## src/rtl/slint_pkg.sv

```systemverilog
package slint_pkg;
  typedef enum logic [1:0] {
    SRC_EOL     = 2'b00,
    SRC_RUNIN   = 2'b01,
    SRC_CAP     = 2'b10,
    SRC_CAP_ALT = 2'b11
  } src_e;
endpackage

```

## src/rtl/slint_evt_sel.sv

```systemverilog
module slint_evt_sel
  import slint_pkg::*;
#(
  parameter int CNT_W     = 4,
  parameter int RUNIN_MIN = 4,
  parameter int RUNIN_MAX = 6
) (
  input  logic             clk,
  input  logic             rst_n,
  input  src_e             src,
  input  logic             eol,
  input  logic             cap,
  input  logic [CNT_W-1:0] cnt,
  output logic             hit
);
  localparam logic [CNT_W-1:0] LO = RUNIN_MIN[CNT_W-1:0];
  localparam logic [CNT_W-1:0] HI = RUNIN_MAX[CNT_W-1:0];

  logic in_win;
  assign in_win = (cnt >= LO) && (cnt <= HI);

  always_comb begin
    case (src)
      SRC_EOL:   hit = eol;
      SRC_RUNIN: hit = cap & in_win;
      default:   hit = cap;
    endcase
  end


  runin_reject_chk: assert property (@(posedge clk) disable iff (!rst_n)
    (src == SRC_RUNIN && (cnt < LO || cnt > HI)) |-> !hit);


  eol_ignored_chk: assert property (@(posedge clk) disable iff (!rst_n)
    (src != SRC_EOL && !cap) |-> !hit);
endmodule

```

## src/rtl/slint_arm.sv

```systemverilog
module slint_arm (
  input  logic clk,
  input  logic rst_n,
  input  logic vsync,
  input  logic hit,
  output logic irq
);
  logic vs_q;
  logic armed;
  logic vs_fall;
  logic fire;

  assign vs_fall = vs_q & ~vsync;
  assign fire    = armed & hit;

  always_ff @(posedge clk) begin
    if (!rst_n) begin
      vs_q  <= 1'b0;
      armed <= 1'b1;
      irq   <= 1'b0;
    end else begin
      vs_q <= vsync;
      irq  <= fire;
      if (vs_fall)   armed <= 1'b1;
      else if (fire) armed <= 1'b0;
    end
  end


  one_cycle_chk: assert property (@(posedge clk) disable iff (!rst_n)
    irq |=> !irq);


  disarmed_quiet_chk: assert property (@(posedge clk) disable iff (!rst_n)
    (!armed && !vs_fall) |=> !irq);


  fall_rearm_chk: assert property (@(posedge clk) disable iff (!rst_n)
    vs_fall |=> armed);
endmodule

```

## src/rtl/slicer_irq_sel.sv

```systemverilog
module slicer_irq_sel
  import slint_pkg::*;
#(
  parameter int CNT_W     = 4,
  parameter int RUNIN_MIN = 4,
  parameter int RUNIN_MAX = 6
) (
  input  logic             clk,
  input  logic             rst_n,
  input  logic             vsync,
  input  logic             cfg_line_sel,
  input  logic [1:0]       cfg_src,
  input  logic             main_eol,
  input  logic             main_cap_done,
  input  logic [CNT_W-1:0] main_runin_cnt,
  input  logic             sub_eol,
  input  logic             sub_cap_done,
  input  logic [CNT_W-1:0] sub_runin_cnt,
  output logic             irq
);
  localparam int NLINES = 2;

  src_e             src;
  logic [NLINES-1:0] eol_v, cap_v, hit_v;
  logic [CNT_W-1:0]  cnt_v [NLINES];
  logic              sel_hit;

  assign src      = src_e'(cfg_src);
  assign eol_v    = {sub_eol, main_eol};
  assign cap_v    = {sub_cap_done, main_cap_done};
  assign cnt_v[0] = main_runin_cnt;
  assign cnt_v[1] = sub_runin_cnt;

  for (genvar g = 0; g < NLINES; g++) begin : g_line
    slint_evt_sel #(
      .CNT_W(CNT_W), .RUNIN_MIN(RUNIN_MIN), .RUNIN_MAX(RUNIN_MAX)
    ) u_sel (
      .clk(clk), .rst_n(rst_n), .src(src),
      .eol(eol_v[g]), .cap(cap_v[g]), .cnt(cnt_v[g]), .hit(hit_v[g])
    );
  end

  assign sel_hit = hit_v[cfg_line_sel];

  slint_arm u_arm (
    .clk(clk), .rst_n(rst_n), .vsync(vsync), .hit(sel_hit), .irq(irq)
  );


  line_origin_chk: assert property (@(posedge clk) disable iff (!rst_n)
    irq |-> $past(cfg_line_sel ? (sub_eol | sub_cap_done)
                               : (main_eol | main_cap_done)));


  reset_low_chk: assert property (@(posedge clk)
    $past(!rst_n) |-> !irq);
endmodule

```

## config.mk

```make
export PLATFORM = sky130hd
export DESIGN_NAME = slicer_irq_sel
export DESIGN_NICKNAME = d
export VERILOG_FILES = /design/src/rtl/slint_pkg.sv /design/src/rtl/slint_evt_sel.sv /design/src/rtl/slint_arm.sv /design/src/rtl/slicer_irq_sel.sv
export SDC_FILE = /design/constraint.sdc
export NUM_CORES = 1
export LEC_CHECK = 0
export BUFFER_PORTS_ARGS = -buffer_cell sky130_fd_sc_hd__buf_2
export CORE_AREA = 2 2 39 41
export DETAILED_ROUTE_END_ITERATION = 7
export DIE_AREA = 0 0 41 43
export SETUP_SLACK_MARGIN = 0.5
export SYNTH_ARGS = -nofsm -noshare
export SYNTH_HDL_FRONTEND = slang
export SYNTH_HIERARCHICAL = 1
export SYNTH_SLANG_ARGS = --single-unit
```

## constraint.sdc

```tcl
create_clock -name clk -period 1.4 [get_ports clk]
set_input_delay 0.28 -clock clk [delete_from_list [all_inputs] [get_ports clk]]
set_output_delay 0.28 -clock clk [all_outputs]
set_load 0.02 [all_outputs]
```

# After elaboration in Yosys (flattened, before gate mapping)
# Cells that the tools add are included.
dict set report classes {
  add_sub_neg 0
  n_mul 0
  div 0
  n_lt_le_gt_ge 5
  n_eq_ne 1
  shift 0
  n_mux 4
  bitwise_logic 6
  n_reduce_logical 4
}
# operator count
set ops {}
lappend ops {{$ge A4 B3 Y1 const B} 2}
lappend ops {{$le A4 B3 Y1 const B} 2}
lappend ops {{$and A1 B1 Y1} 4}
lappend ops {{$pmux W1 S2} 2}
lappend ops {{$eq A2 B1 Y1 const B} 1}
lappend ops {{$logic_and A1 B1 Y1} 2}
lappend ops {{$logic_not A2 Y1} 1}
lappend ops {{$lt A1 B2 Y1 const B} 1}
lappend ops {{$mux W1} 2}
lappend ops {{$not A1 Y1} 2}
lappend ops {{$reduce_or A2 Y1} 1}
dict set report totals {
  ff_bits 3
  latch_bits 0
  ramBits 0
  rom_bits 0
  wordCells 23
  mem_count 0
}

# Depth between registers and ports, before layout
dict set report logic_depth {
  depth_word 7
  ltp_mapped 5
  mapped_depth_nobuf 5
}

# Cells and area by module
# Netlist, hierarchy kept.
# module n_inst cells_each area_per_inst_um2
set modules_own_cells {}
lappend modules_own_cells {slint_arm 1 8 96.3}
lappend modules_own_cells {slint_evt_sel 2 4 27.5}
lappend modules_own_cells {slicer_irq_sel 1 1 15.0}

# Worst setup path before layout
# No wires, ideal clock.
dict set report synth_path {
  path_type {input -> register}
  startpoint {input main_runin_cnt[3]}
  endpoint {register u_arm.irq}
  setup_ns 0.116
  arrival_time_ns 1.102
  required_ns 1.284
  setup_slack_ns 0.181
  stages 5
  n_path_buf 0
  path_cell_list {nand4b_1 a21oi_1 a221o_1 mux2_4 and3_2}
}
dict set report synth_via {
  elab_chain_cells 7
  word_cells_on_any_way 8
}
# element line
set synth_lines {}
lappend synth_lines {{from (decl)} slicer_irq_sel.sv:15} ;# input logic [CNT_W-1:0] main_runin_cnt,
lappend synth_lines {{$ge A4 B3 Y1 or $le A4 B3 Y1 (tied branches)} slint_evt_sel.sv:20} ;# assign in_win = (cnt >= LO) && (cnt <= HI);
lappend synth_lines {{$logic_and A1 B1 Y1 (*)} slint_evt_sel.sv:20}
lappend synth_lines {{$and A1 B1 Y1 (*)} slint_evt_sel.sv:25} ;# SRC_RUNIN: hit = cap & in_win;
lappend synth_lines {{$pmux W1 S2 (*)} slint_evt_sel.sv:23} ;# case (src)
lappend synth_lines {{net hit_v[0]} slicer_irq_sel.sv:24} ;# logic [NLINES-1:0] eol_v, cap_v, hit_v;
lappend synth_lines {{$mux W1 (not written as such) (*) (2 in a row)} slicer_irq_sel.sv:43} ;# assign sel_hit = hit_v[cfg_line_sel];
lappend synth_lines {{net sel_hit} slicer_irq_sel.sv:26} ;# logic sel_hit;
lappend synth_lines {{$and A1 B1 Y1 (*)} slint_arm.sv:14} ;# assign fire = armed & hit;
lappend synth_lines {{to (signal assigned)} slint_arm.sv:23} ;# irq <= fire;
lappend synth_lines {{to (decl)} slint_arm.sv:6} ;# output logic irq
# The timed path passes the listed nets; every way through them passes the cells marked *. The select of a mux whose other input is x is not followed.
# A chain may end at the register's enable or synchronous reset.

# Worst setup path in the final report
dict set report layout_path {
  startpoint {input cfg_src[0]}
  endpoint {register u_arm.irq}
}
dict set report layout_via {
  elab_chain_cells 5
  word_cells_on_any_way 7
}
# element line
set layout_lines {}
lappend layout_lines {{from (decl)} slicer_irq_sel.sv:12} ;# input logic [1:0] cfg_src,
lappend layout_lines {{$eq A2 B1 Y1 or $logic_not A2 Y1 (tied branches)} slint_evt_sel.sv:23}
lappend layout_lines {{$pmux W1 S2 (*)} slint_evt_sel.sv:23}
lappend layout_lines {{net hit_v[0]} slicer_irq_sel.sv:24}
lappend layout_lines {{$mux W1 (not written as such) (*) (2 in a row)} slicer_irq_sel.sv:43}
lappend layout_lines {{net sel_hit} slicer_irq_sel.sv:26}
lappend layout_lines {{$and A1 B1 Y1 (*)} slint_arm.sv:14}
# Marks and branches as above.

==> out/qor.csv <==
stage,metric,value,unit
status,status,"complete, no violations",
cts,total clock sinks,3,
synth,"Top FF cell, synth",dfxtp_1,
layout,fill count,153,
cts,CTS buffer count,3,
sta,final setup vio count,0,
sta,"Hold Vio Cnt, Final",0,
setup_path,Crit. End Element,flip-flop,
setup_path,Startpoint Class,primary input,
cts,Max clock buf depth,2,
layout,Layout Nets,58,
sta,measured slew at the worst slew-check pin,127.3,ps
detailed_routing,WL/cell,8.164,um
global_route,first-pass GRT wire length,724,um
setup_path,Worst Setup Path Type,in2reg,
die,die area,1763,um2
synth,sequential element share of the synthesized area,0.3609,
power,Pleak,0.0001650,uW
detailed_routing,Via density,4.073,
synth,Mapped Area,166.4,um2
synth,top cell type's share of synthesized area,0.3609,
setup_path,worst path required time,1520,ps
global_route,Total GRT Usage,0.06406,
layout,ratio of cells with drive above 1 in the final layout,0.6154,
global_route,vias in the first global route,214,
layout,fin util,0.2423,
sta,Fin Setup TNS,0,ps
cts,"CTS clk-pin slew, worst paths",40,ps
cts,Root Driver,clkbuf_4,
power,Max IR drop VDD,0.3269,mV
cts,CTS tree,built,
detailed_routing,initial DRC count,2,
setup_path,RR Startpoint,u_arm/armed,
synth,post-synth top area cell,dfxtp_1,
placement,# port buffers,18,
detailed_routing,DRC Markers,0,
setup_path,Max Fanout on Critical Path,4,
cts,Max H-tree Level,1,
detailed_routing,count of TritonRoute iterations in the first routing pass,2,
sta,fin. max-slew vios,0,
synth,"Avg Cell Area, Syn",9.789,um2
detailed_routing,via count,224,
synth,Syn Inst Count,17,
placement,GP Congestion,0.6197,
synth,YS warnings,6,
global_route,global route overflow,0,
sta,Tcrit/Tclk final,0.7574,
synth,Mapped Nets,35,
die,die width,41,um
cts,worst skew pair latency,230,ps
synth,most common cell in the synthesized netlist,dfxtp_1,
detailed_routing,ANT nets after route,0,
sta,Worst slew margin,0.9152,
run,number of max-cap violations,0,
power,Pwr per Cell Area,931.2,nW/um2
die,Top Ports,19,
synth,asr flop ratio synth,0,
setup_path,critical path arrival,1180,ps
synth,number of synthesized register bits,3,
sta,RSZ-0062 raised after global routing,true,
synth,top area cells in the synthesized netlist,"dfxtp_1 36%, a221o_1 12%, nand4b_1 11%",
global_route,initial antenna violation count,0,
min_path,min-delay src,rst_n,
layout,diode count,0,
sta,Clock Skew,0.9261,ps
detailed_routing,Routed WL,449,um
sta,crit path time final,1060,ps
layout,P&R area growth vs syn,101.5,%
synth,Post-synth EDFFs,0,
synth,Synth cell types,10,
die,Core ar.,1384,um2
die,row count,14,
setup_path,Worst Setup SP,cfg_src[0],
cts,Post-CTS Setup Bufs,0,
die,die height,43,um
min_path,Hold Path Class,in2reg,
global_route,largest net degree at the start of global routing,5,
die,Initial Util,0.1203,
sta,Max Freq,0.9430,GHz
power breakdown:
| part | internal, uW | switching, uW |
|---|---|---|
| combinational | 44.5 | 22.8 |
| sequential | 92.7 | 2.63 |
| clock | 107 | 42.9 |
| total | 244 | 68.3 |
per-layer routing:
| metal | GRT usage | wire length, um |
|---|---|---|
| met1 | 0.06051 | 178 |
| met5 | 0 | 0 |
| met2 | 0.09063 | 175 |
| met4 | 0.04000 | 0 |
| met3 | 0.05236 | 95 |
what timing repair did:
action,4_1_cts,5_1_grt
gates resized for setup,5,1
hold buffers,0,0
pin swaps,2,0
endpoints found under the setup margin,3,3
state kept, by name, summed over array words and instances, names as in the netlist:
signal	count
u_arm/vs_q	1
u_arm/armed	1
u_arm/irq	1
kinds of logic after synthesis:
| logic type | after synthesis | share of synthesized area |
|---|---|---|
| buffers and inverters | 2 | 0.04513 |
| flip-flops | 3 | 0.3609 |
| multiplexers | 1 | 0.09020 |
| AO/OA/AOI/OAI | 5 | 0.2707 |
| AND/OR/NAND/NOR | 6 | 0.2332 |
placed cells by master, fill, tap and decap left out:
cell      Yosys  final
clkbuf_4      0      3
clkbuf_1      0      1
nand4b_1      2      2
and3_4        0      1
a221o_1       2      2
buf_2         0     14
buf_8         0      1
mux2_4        1      1
nor2_1        2      2
dfxtp_1       3      3
o221ai_2      1      1
a21oi_1       2      2
inv_1         2      2
buf_6         0      3
and2_1        1      1
worst max-delay path: stages:
cell      delay, ps
buf_8           100
nand4b_1         80
a21oi_1          50
a221o_1         250
mux2_4          280
and3_4          140
path summary, 6_finish.rpt:
kind / end / slack [ps] / depth (start not counted)
hold / removal: u_arm/armed / 250 / 2
hold reg to reg: u_arm/armed / 480 / 2
setup / recovery: u_arm/irq / 340 / 6
setup reg to reg: u_arm/armed / 810 / 2
through the flow:
step	cell area [um2]	setup slack, ps	total power, uW	instances	hold WS [ps]
floorplan	170.2	207.0	123.0	17	346.0
global placement	280.3	51.03	153.9	51	468.8
detailed placement	280.3	49.27	154.3	51	475.2
CTS	331.6	352.9	321.0	55	240.3
global route	335.3	305.8	337.8	55	252.0
finish	335.3	339.6	312.3	55	250.1
area by class of cell:
class                      count  area (um2)  area share
clock buffer                   4       26.28     0.07836
sequential                     3       60.06      0.1791
inverter                       2       7.507     0.02239
multi-input combinational     12       102.6      0.3060
timing repair buffer          18       118.9      0.3545
tap                           16       20.02     0.05970
Power figures use the tool's default switching activity.
